`config.mk`:
```
export PLATFORM = sky130hd
export DESIGN_NAME = recip_u32_est
export DESIGN_NICKNAME = d
export VERILOG_FILES = /design/src/rtl/recip_est_pkg.sv /design/src/rtl/recip_rst_sync.sv /design/src/rtl/recip_seed_div.sv /design/src/rtl/recip_out_reg.sv /design/src/rtl/recip_u32_est.sv
export SDC_FILE = /design/constraint.sdc
export NUM_CORES = 1
export LEC_CHECK = 0
export BUFFER_PORTS_ARGS = -buffer_cell sky130_fd_sc_hd__clkbuf_2
export CAP_MARGIN = 40
export CELL_PAD_IN_SITES_DETAIL_PLACEMENT = 1
export CELL_PAD_IN_SITES_GLOBAL_PLACEMENT = 1
export CORE_ASPECT_RATIO = 1.1
export CORE_MARGIN = 2
export CORE_UTILIZATION = 25
export CTS_CLUSTER_SIZE = 28
export DETAILED_ROUTE_END_ITERATION = 7
export GPL_ROUTABILITY_DRIVEN = 0
export HOLD_SLACK_MARGIN = 0.15
export PLACE_DENSITY = 0.51
export SETUP_SLACK_MARGIN = 0.15
export SKIP_CTS_REPAIR_TIMING = 1
export SYNTH_ARGS = -nofsm -noshare
export SYNTH_HDL_FRONTEND = slang
export SYNTH_SLANG_ARGS = --single-unit
```
`constraint.sdc`:
```
create_clock -name clk_i -period 2 [get_ports clk_i]
set_input_delay 0.2 -clock clk_i [delete_from_list [all_inputs] [get_ports clk_i]]
set_output_delay 0.2 -clock clk_i [all_outputs]
set_load 0.02 [all_outputs]
```
`src/rtl/recip_est_pkg.sv`:
```
package recip_est_pkg;

  localparam int unsigned RE_DATA_W = 32;
  localparam int unsigned RE_IDX_W  = 8;
  localparam int unsigned RE_EST_W  = 8;

  typedef struct packed {
    logic                saturate;
    logic [RE_IDX_W-1:0] index;
  } recip_operand_t;

endpackage

```
`src/rtl/recip_rst_sync.sv`:
```
module recip_rst_sync #(
  parameter int unsigned STAGES = 2
) (
  input  logic clk_i,
  input  logic rst_ni,
  output logic rst_no
);

  logic [STAGES-1:0] sync_q;
  logic [STAGES-1:0] sync_d;

  always_comb begin
    sync_d = {sync_q[STAGES-2:0], 1'b1};
  end

  always_ff @(posedge clk_i or negedge rst_ni) begin
    if (!rst_ni) begin
      sync_q <= '0;
    end else begin
      sync_q <= sync_d;
    end
  end

  assign rst_no = sync_q[STAGES-1];

endmodule

```
`src/rtl/recip_seed_div.sv`:
```
module recip_seed_div #(
  parameter int unsigned IDX_W = 8,
  parameter int unsigned EST_W = 8
) (
  input  logic [IDX_W-1:0] idx_i,
  output logic [EST_W-1:0] est_o
);

  // s = floor((2^(EST_W+IDX_W+3) + d) / (2d)), d = 2q+1, q = 2^IDX_W + idx
  localparam int unsigned DEN_W = IDX_W + 3;
  localparam int unsigned NUM_W = EST_W + IDX_W + 4;
  localparam int unsigned QUO_W = EST_W + 2;
  localparam int unsigned WRK_W = NUM_W + QUO_W;

  logic [IDX_W+1:0] odd_w;
  logic [DEN_W-1:0] den_w;
  logic [WRK_W-1:0] rem_w [0:QUO_W];
  logic [QUO_W-1:0] quo_w;
  logic             unused_quo;

  assign odd_w    = {1'b1, idx_i, 1'b1};
  assign den_w    = {odd_w, 1'b0};
  assign rem_w[0] = (WRK_W'(1) << (EST_W + IDX_W + 3)) + WRK_W'(odd_w);

  for (genvar g = 0; g < QUO_W; g++) begin : g_stage
    localparam int unsigned BITPOS = QUO_W - 1 - g;
    logic [WRK_W-1:0] trial_w;
    logic             take_w;

    always_comb begin
      trial_w      = WRK_W'(den_w) << BITPOS;
      take_w       = (rem_w[g] >= trial_w);
      rem_w[g+1]   = take_w ? (rem_w[g] - trial_w) : rem_w[g];
      quo_w[BITPOS] = take_w;
    end
  end

  assign est_o      = quo_w[EST_W-1:0];
  assign unused_quo = ^{quo_w[QUO_W-1:EST_W], rem_w[QUO_W]};

endmodule

```
`src/rtl/recip_out_reg.sv`:
```
module recip_out_reg #(
  parameter int unsigned WIDTH = 32
) (
  input  logic             clk_i,
  input  logic             rst_ni,
  input  logic             en_i,
  input  logic [WIDTH-1:0] d_i,
  output logic [WIDTH-1:0] q_o
);

  logic [WIDTH-1:0] q_d;
  logic [WIDTH-1:0] q_q;

  always_comb begin
    q_d = q_q;
    if (en_i) begin
      q_d = d_i;
    end
  end

  always_ff @(posedge clk_i or negedge rst_ni) begin
    if (!rst_ni) begin
      q_q <= '0;
    end else begin
      q_q <= q_d;
    end
  end

  assign q_o = q_q;

endmodule

```
`src/rtl/recip_u32_est.sv`:
```
module recip_u32_est
  import recip_est_pkg::*;
#(
  parameter int unsigned DATA_W = RE_DATA_W,
  parameter int unsigned IDX_W  = RE_IDX_W,
  parameter int unsigned EST_W  = RE_EST_W
) (
  input  logic              clk_i,
  input  logic              rst_ni,
  input  logic              in_valid_i,
  input  logic [DATA_W-1:0] in_data_i,
  output logic              out_valid_o,
  output logic [DATA_W-1:0] out_data_o
);

  localparam int unsigned TAIL_W = DATA_W - 1 - IDX_W;
  localparam int unsigned ZERO_W = DATA_W - 1 - EST_W;

  logic                rst_n_q;
  recip_operand_t      opnd_w;
  logic [EST_W-1:0]    est_w;
  logic [DATA_W-1:0]   word_d;
  logic                valid_d;
  logic                valid_q;
  logic                unused_tail;

  recip_rst_sync #(.STAGES(2)) u_rst (
    .clk_i  (clk_i),
    .rst_ni (rst_ni),
    .rst_no (rst_n_q)
  );

  always_comb begin
    opnd_w.saturate = ~in_data_i[DATA_W-1];
    opnd_w.index    = in_data_i[DATA_W-2 -: IDX_W];
  end

  assign unused_tail = ^in_data_i[TAIL_W-1:0];

  recip_seed_div #(.IDX_W(IDX_W), .EST_W(EST_W)) u_div (
    .idx_i (opnd_w.index),
    .est_o (est_w)
  );

  always_comb begin
    if (opnd_w.saturate) begin
      word_d = '1;
    end else begin
      word_d = {1'b1, est_w, {ZERO_W{1'b0}}};
    end
  end

  recip_out_reg #(.WIDTH(DATA_W)) u_out (
    .clk_i  (clk_i),
    .rst_ni (rst_n_q),
    .en_i   (in_valid_i),
    .d_i    (word_d),
    .q_o    (out_data_o)
  );

  always_comb begin
    valid_d = in_valid_i;
  end

  always_ff @(posedge clk_i or negedge rst_n_q) begin
    if (!rst_n_q) begin
      valid_q <= 1'b0;
    end else begin
      valid_q <= valid_d;
    end
  end

  assign out_valid_o = valid_q;

endmodule

```
==> results.json, run 1 <==
{
  "crit_top_cell": "a21oi_2",
  "ys_seq_elements": 13,
  "ys_warn_count": 0,
  "grt_antenna_before_repair": 0,
  "gr-usage-all-layers_pct": 19.30,
  "yosys-top-cells-area": "ha_1 14%, xnor2_1 7.5%, a21oi_1 6.5%, dfrtp_1 5.5%, nand2_1 4.6%",
  "grt.overflow.total": 0,
  "multi_input_area_um2": 5653,
  "grt_max_degree": 25,
  "avgViaCountPerCell": 4.887,
  "ys_types": 94,
  "num_vias": 7341,
  "synth_edf_count": 0,
  "synth-async-reset-ratio_pct": 100.0,
  "syn_inst": 805,
  "initial_core_util_pct": 25.52,
  "wl_mm": 23.98,
  "finalHoldViolations": 0,
  "crit_type": "input pin to register",
  "rsz0062_at_grt": "yes",
  "clockRootBuffer": "clkbuf_16",
  "met3_usage_pct": 0.2762,
  "critPathLaunch": "in_data_i[24]",
  "critPathMaxStageDelay_ps": 450,
  "cpMaxStageDelayCell": "o41a_1",
  "ys_seq_area_share_pct": 5.540,
  "synth_fp_nets": 912,
  "synth_common_cells": "76 x a21oi_1, 72 x nand2_1, 66 x ha_1, 54 x nor2_1, 50 x xnor2_1",
  "die_area_um2": 24730,
  "timing.fmax_ghz": 0.06291,
  "dr.first_iter.drc_count": 166,
  "relSlewSlack_pct": 56.29,
  "cap_violations": 0,
  "numPortBuffers": 44,
  "final_cell_area_um2": 9817,
  "yosys.area.top_type": "ha_1",
  "finalCritPeriodShare_pct": 794.8,
  "cpLargestDelayFamily": "compound AO/OA/AOI/OAI gates",
  "status": "complete, but fails checks",
  "setup_violations": 8,
  "dp_hpwl_mm": 20.90,
  "cts-buffers-inserted": 3,
  "grt-busiest-layer": "met2",
  "synth_ff_type": "dfrtp_1",
  "syn-cell-area_um2": 5872,
  "ios": 68,
  "num-fill-cells": 2898,
  "cts_tree": "built",
  "cts_sinks": 13,
  "seq_area_um2": 325.3,
  "drive_gt1_share_pct": 47.92,
  "n_antenna_cell": 0,
  "end_kind": "register",
  "finalSetupTns_ps": -56690,
  "nets": 1310,
  "die_w_um": 150.1,
  "clk_path_buf_depth": 2,
  "place_area_um2": 9266,
  "grt_pass1_vias": 7626,
  "ant_nets": 0,
  "place_ws_ps": -14590,
  "cp_max_fo": 7,
  "clock_skew_ps": 1.831,
  "die_h_um": 164.7,
  "route.detailed.drc": 0,
  "grt_pass1_wl_mm": 38.54,
  "synth.avg_cell_area_um2": 7.294,
  "hold_path.class": "register to async pin",
  "r2r_setup_slack_ps": 1020,
  "globalRouteMet2Util_pct": 38.52,
  "period_minus_slack_ps": 15900,
  "clk_latency_ps": 240,
  "use_met1_pct": 23.60,
  "violations": "setup timing",
  "worst_slew_pin_slew_ps": 645.5,
  "core_um2": 23000,
  "crit_required_ps": 2100,
  "synth.most_common_cell": "a21oi_1",
  "rows": 58,
  "drtPass1Iterations": 4,
  "drv_slew": 0,
  "regToRegStartpoint": "u_out.q_o[22]$_DFFE_PN0P_",
  "area_delta_synth_final_pct": 67.19,
  "cts.htree.levels": 1,
  "path_clk_slew_ps": 40,
  "layout_setup_ws_ps": -13900,
  "synth_top_area_share_pct": 14.06,
  "worst-path-buf-inv": 7,
  "critPathLaunchType": "input pin",
  "crit_arrival_ps": 16000,
  "wl_per_cell_um": 15.96
}
## area by class of cell
class / count / area share [%]
Clock buffer: 4 / 0.8030
Timing Repair Buffer: 435 / 32.64
Multi-Input combinational cell: 704 / 57.58
Inverter: 46 / 1.835
Tap cell: 300 / 3.824
Sequential cell: 13 / 3.314
## final timing paths
path | to | cells after the start
max | u_out.q_o[23]$_DFFE_PN0P_ | 103
min | u_out.q_o[27]$_DFFE_PN0P_ | 0
max reg2reg | u_out.q_o[22]$_DFFE_PN0P_ | 2
min reg2reg | u_out.q_o[27]$_DFFE_PN0P_ | 0
max in group asynchronous | out_valid_o$_DFF_PN0_ | 0
min in group clk_i | u_out.q_o[22]$_DFFE_PN0P_ | 2
## worst register-to-register path: cells and delay by family (launching register included)
kind | cells | cell delay (ps)
flip-flops | 1 | 690
multiplexers | 1 | 130
buffers and inverters | 1 | 80
## through the flow
stage	hold WS, ps	utilization [%]	instances
final	182.3	42.67	1502
after global placement	-14.50	40.28	1469
after detailed placement	-7.180	40.28	1469
after CTS	-263.4	40.62	1473
after global routing	232.0	42.67	1502
after floorplan	-95.59	-	805
## sequential cells by signal, indices dropped and copies added (netlist names)
name,count
out_valid_o,1
u_out.q_o,10
u_rst.sync_q,2
## kinds of logic after synthesis
logic type	Yosys count	share of synthesized area [%]
simple gates	253	23.18
compound gates	288	33.11
fa+ha+maj	72	16.11
other cells	1	0.06386
buf+inv	88	7.394
mux	25	4.773
flops	13	5.540
xor+xnor	65	9.823
## placed cells by master, fill, tap and decap left out, types with 18 or more instances in the layout
cell type / instances
inv_1: 41
clkbuf_2: 42
buf_4: 382
xnor2_1: 43
ha_1: 56
a21oi_1: 53
o21ai_0: 38
a21oi_2: 24
nor2_1: 48
a31oi_1: 20
nand3_1: 18
a21o_1: 21
nand2_1: 71
## routing by layer
layer  up-vias  share of wire (%)
met5         -                  0
met4         0               0.75
met3        11                1.2
met2        60                 53
met1      3503                 45
li1       3767                  -
Power of run 1 is not shown: default switching activity piles up to over one toggle a cycle in this logic, so the estimate is an artifact.
==> inputs of run 2 (changes only) <==
Settings changed: PLACE_DENSITY 0.51 to 0.6.
==> results.json, run 2 (synthesis results as in run 1) <==
{
  "end_kind": "register",
  "clk_latency_ps": 240,
  "drive_gt1_share_pct": 49.31,
  "worst-path-buf-inv": 7,
  "drtPass1Iterations": 4,
  "crit_arrival_ps": 16500,
  "avgViaCountPerCell": 5.009,
  "die_w_um": 150.1,
  "violations": "setup timing",
  "cp_max_fo": 7,
  "ios": 68,
  "n_antenna_cell": 0,
  "ant_nets": 0,
  "final_common_cell": "buf_4",
  "place_ws_ps": -14520,
  "layout_setup_ws_ps": -14400,
  "numPortBuffers": 44,
  "cap_violations": 0,
  "num_vias": 7638,
  "nets": 1333,
  "largest_register_ffs": 10,
  "die_area_um2": 24730,
  "core_um2": 23000,
  "rsz0062_at_grt": "yes",
  "use_met1_pct": 23.40,
  "grt_pass1_wl_mm": 38.32,
  "relSlewSlack_pct": 54.50,
  "wl_mm": 24.79,
  "crit_required_ps": 2100,
  "final_cell_mix": "393 x buf_4, 70 x nand2_1, 54 x a21oi_1, 54 x ha_1, 48 x nor2_1",
  "num-fill-cells": 2833,
  "cts.htree.levels": 1,
  "critPathMaxStageDelay_ps": 480,
  "grt-busiest-layer": "met2",
  "status": "complete, but fails checks",
  "cpMaxStageDelayCell": "o41a_1",
  "worst_slew_pin_slew_ps": 671.8,
  "grt_max_degree": 25,
  "grt_antenna_before_repair": 0,
  "globalRouteMet2Util_pct": 36.72,
  "clockRootBuffer": "clkbuf_16",
  "finalSetupTns_ps": -59200,
  "die_h_um": 164.7,
  "cts_tree": "built",
  "initial_core_util_pct": 25.52,
  "hold_path.class": "register to async pin",
  "post-route-util_pct": 44.02,
  "drv_slew": 0,
  "cpLargestDelayFamily": "compound AO/OA/AOI/OAI gates",
  "crit_top_cell": "a21oi_2",
  "cts-buffers-inserted": 3,
  "period_minus_slack_ps": 16400,
  "met3_usage_pct": 0.4972,
  "area_delta_synth_final_pct": 72.45,
  "gr-usage-all-layers_pct": 18.82,
  "crit_type": "input pin to register",
  "clk_path_buf_depth": 2,
  "grt.overflow.total": 0,
  "grt_pass1_vias": 7876,
  "path_clk_slew_ps": 40,
  "dp_hpwl_mm": 20.18,
  "cts_sinks": 13,
  "setup_violations": 8,
  "timing.fmax_ghz": 0.06098,
  "critPathLaunchType": "input pin",
  "clock_skew_ps": 1.506,
  "dr.first_iter.drc_count": 267,
  "wl_per_cell_um": 16.26,
  "finalHoldViolations": 0,
  "route.detailed.drc": 0,
  "finalCritPeriodShare_pct": 820.0,
  "rows": 58
}
run 2: changes by cell type in the layout (fill, tap and decap cells not counted), sizes merged:
cell | previous run | this run
buf | 392 | 416
clkbuf | 46 | 45
run 2: per-layer routing:
| metal | up-vias | wire length (um) |
|---|---|---|
| li1 | 3832 | - |
| met1 | 3667 | 10780 |
| met2 | 110 | 12990 |
| met3 | 29 | 619 |
| met4 | 0 | 404 |
| met5 | - | 0 |
run 2: path summary, 6_finish.rpt:
| check | startpoint | endpoint | cells after the start | slack [ps] |
|---|---|---|---|---|
| hold / removal | u_rst.sync_q[1]$_DFF_PN0_ | u_out.q_o[27]$_DFFE_PN0P_ | 0 | 180 |
| hold reg to reg | u_rst.sync_q[1]$_DFF_PN0_ | u_out.q_o[27]$_DFFE_PN0P_ | 0 | 180 |
| setup reg to reg | u_out.q_o[22]$_DFFE_PN0P_ | u_out.q_o[22]$_DFFE_PN0P_ | 2 | 940 |
| min in group clk_i | in_data_i[31] | u_out.q_o[24]$_DFFE_PN0P_ | 2 | 280 |
| max in group asynchronous | u_rst.sync_q[1]$_DFF_PN0_ | u_out.q_o[26]$_DFFE_PN0P_ | 0 | 1510 |
| setup / recovery | in_data_i[25] | u_out.q_o[23]$_DFFE_PN0P_ | 102 | -14400 |
run 2: layout make-up:
class | count | area [um^2] | share of cell area, %
clock buffer | 4 | 78.83 | 0.7784
timing repair buffer | 458 | 3438 | 33.96
multi-input combinational | 704 | 5728 | 56.57
sequential | 13 | 325.3 | 3.213
tap | 300 | 375.4 | 3.707
inverter | 46 | 180.2 | 1.779
run 2: stage by stage:
| step | std cells | hold slack (ps) | instance area, um^2 |
|---|---|---|---|
| after floorplan | 805 | -95.59 | 6272 |
| after global placement | 1475 | -13.09 | 9324 |
| after detailed placement | 1475 | -13.25 | 9324 |
| after CTS | 1479 | -270.9 | 9403 |
| after global routing | 1525 | 225.3 | 10130 |
| final | 1525 | 179.9 | 10130 |
Power of run 2 is left out for the same reason.
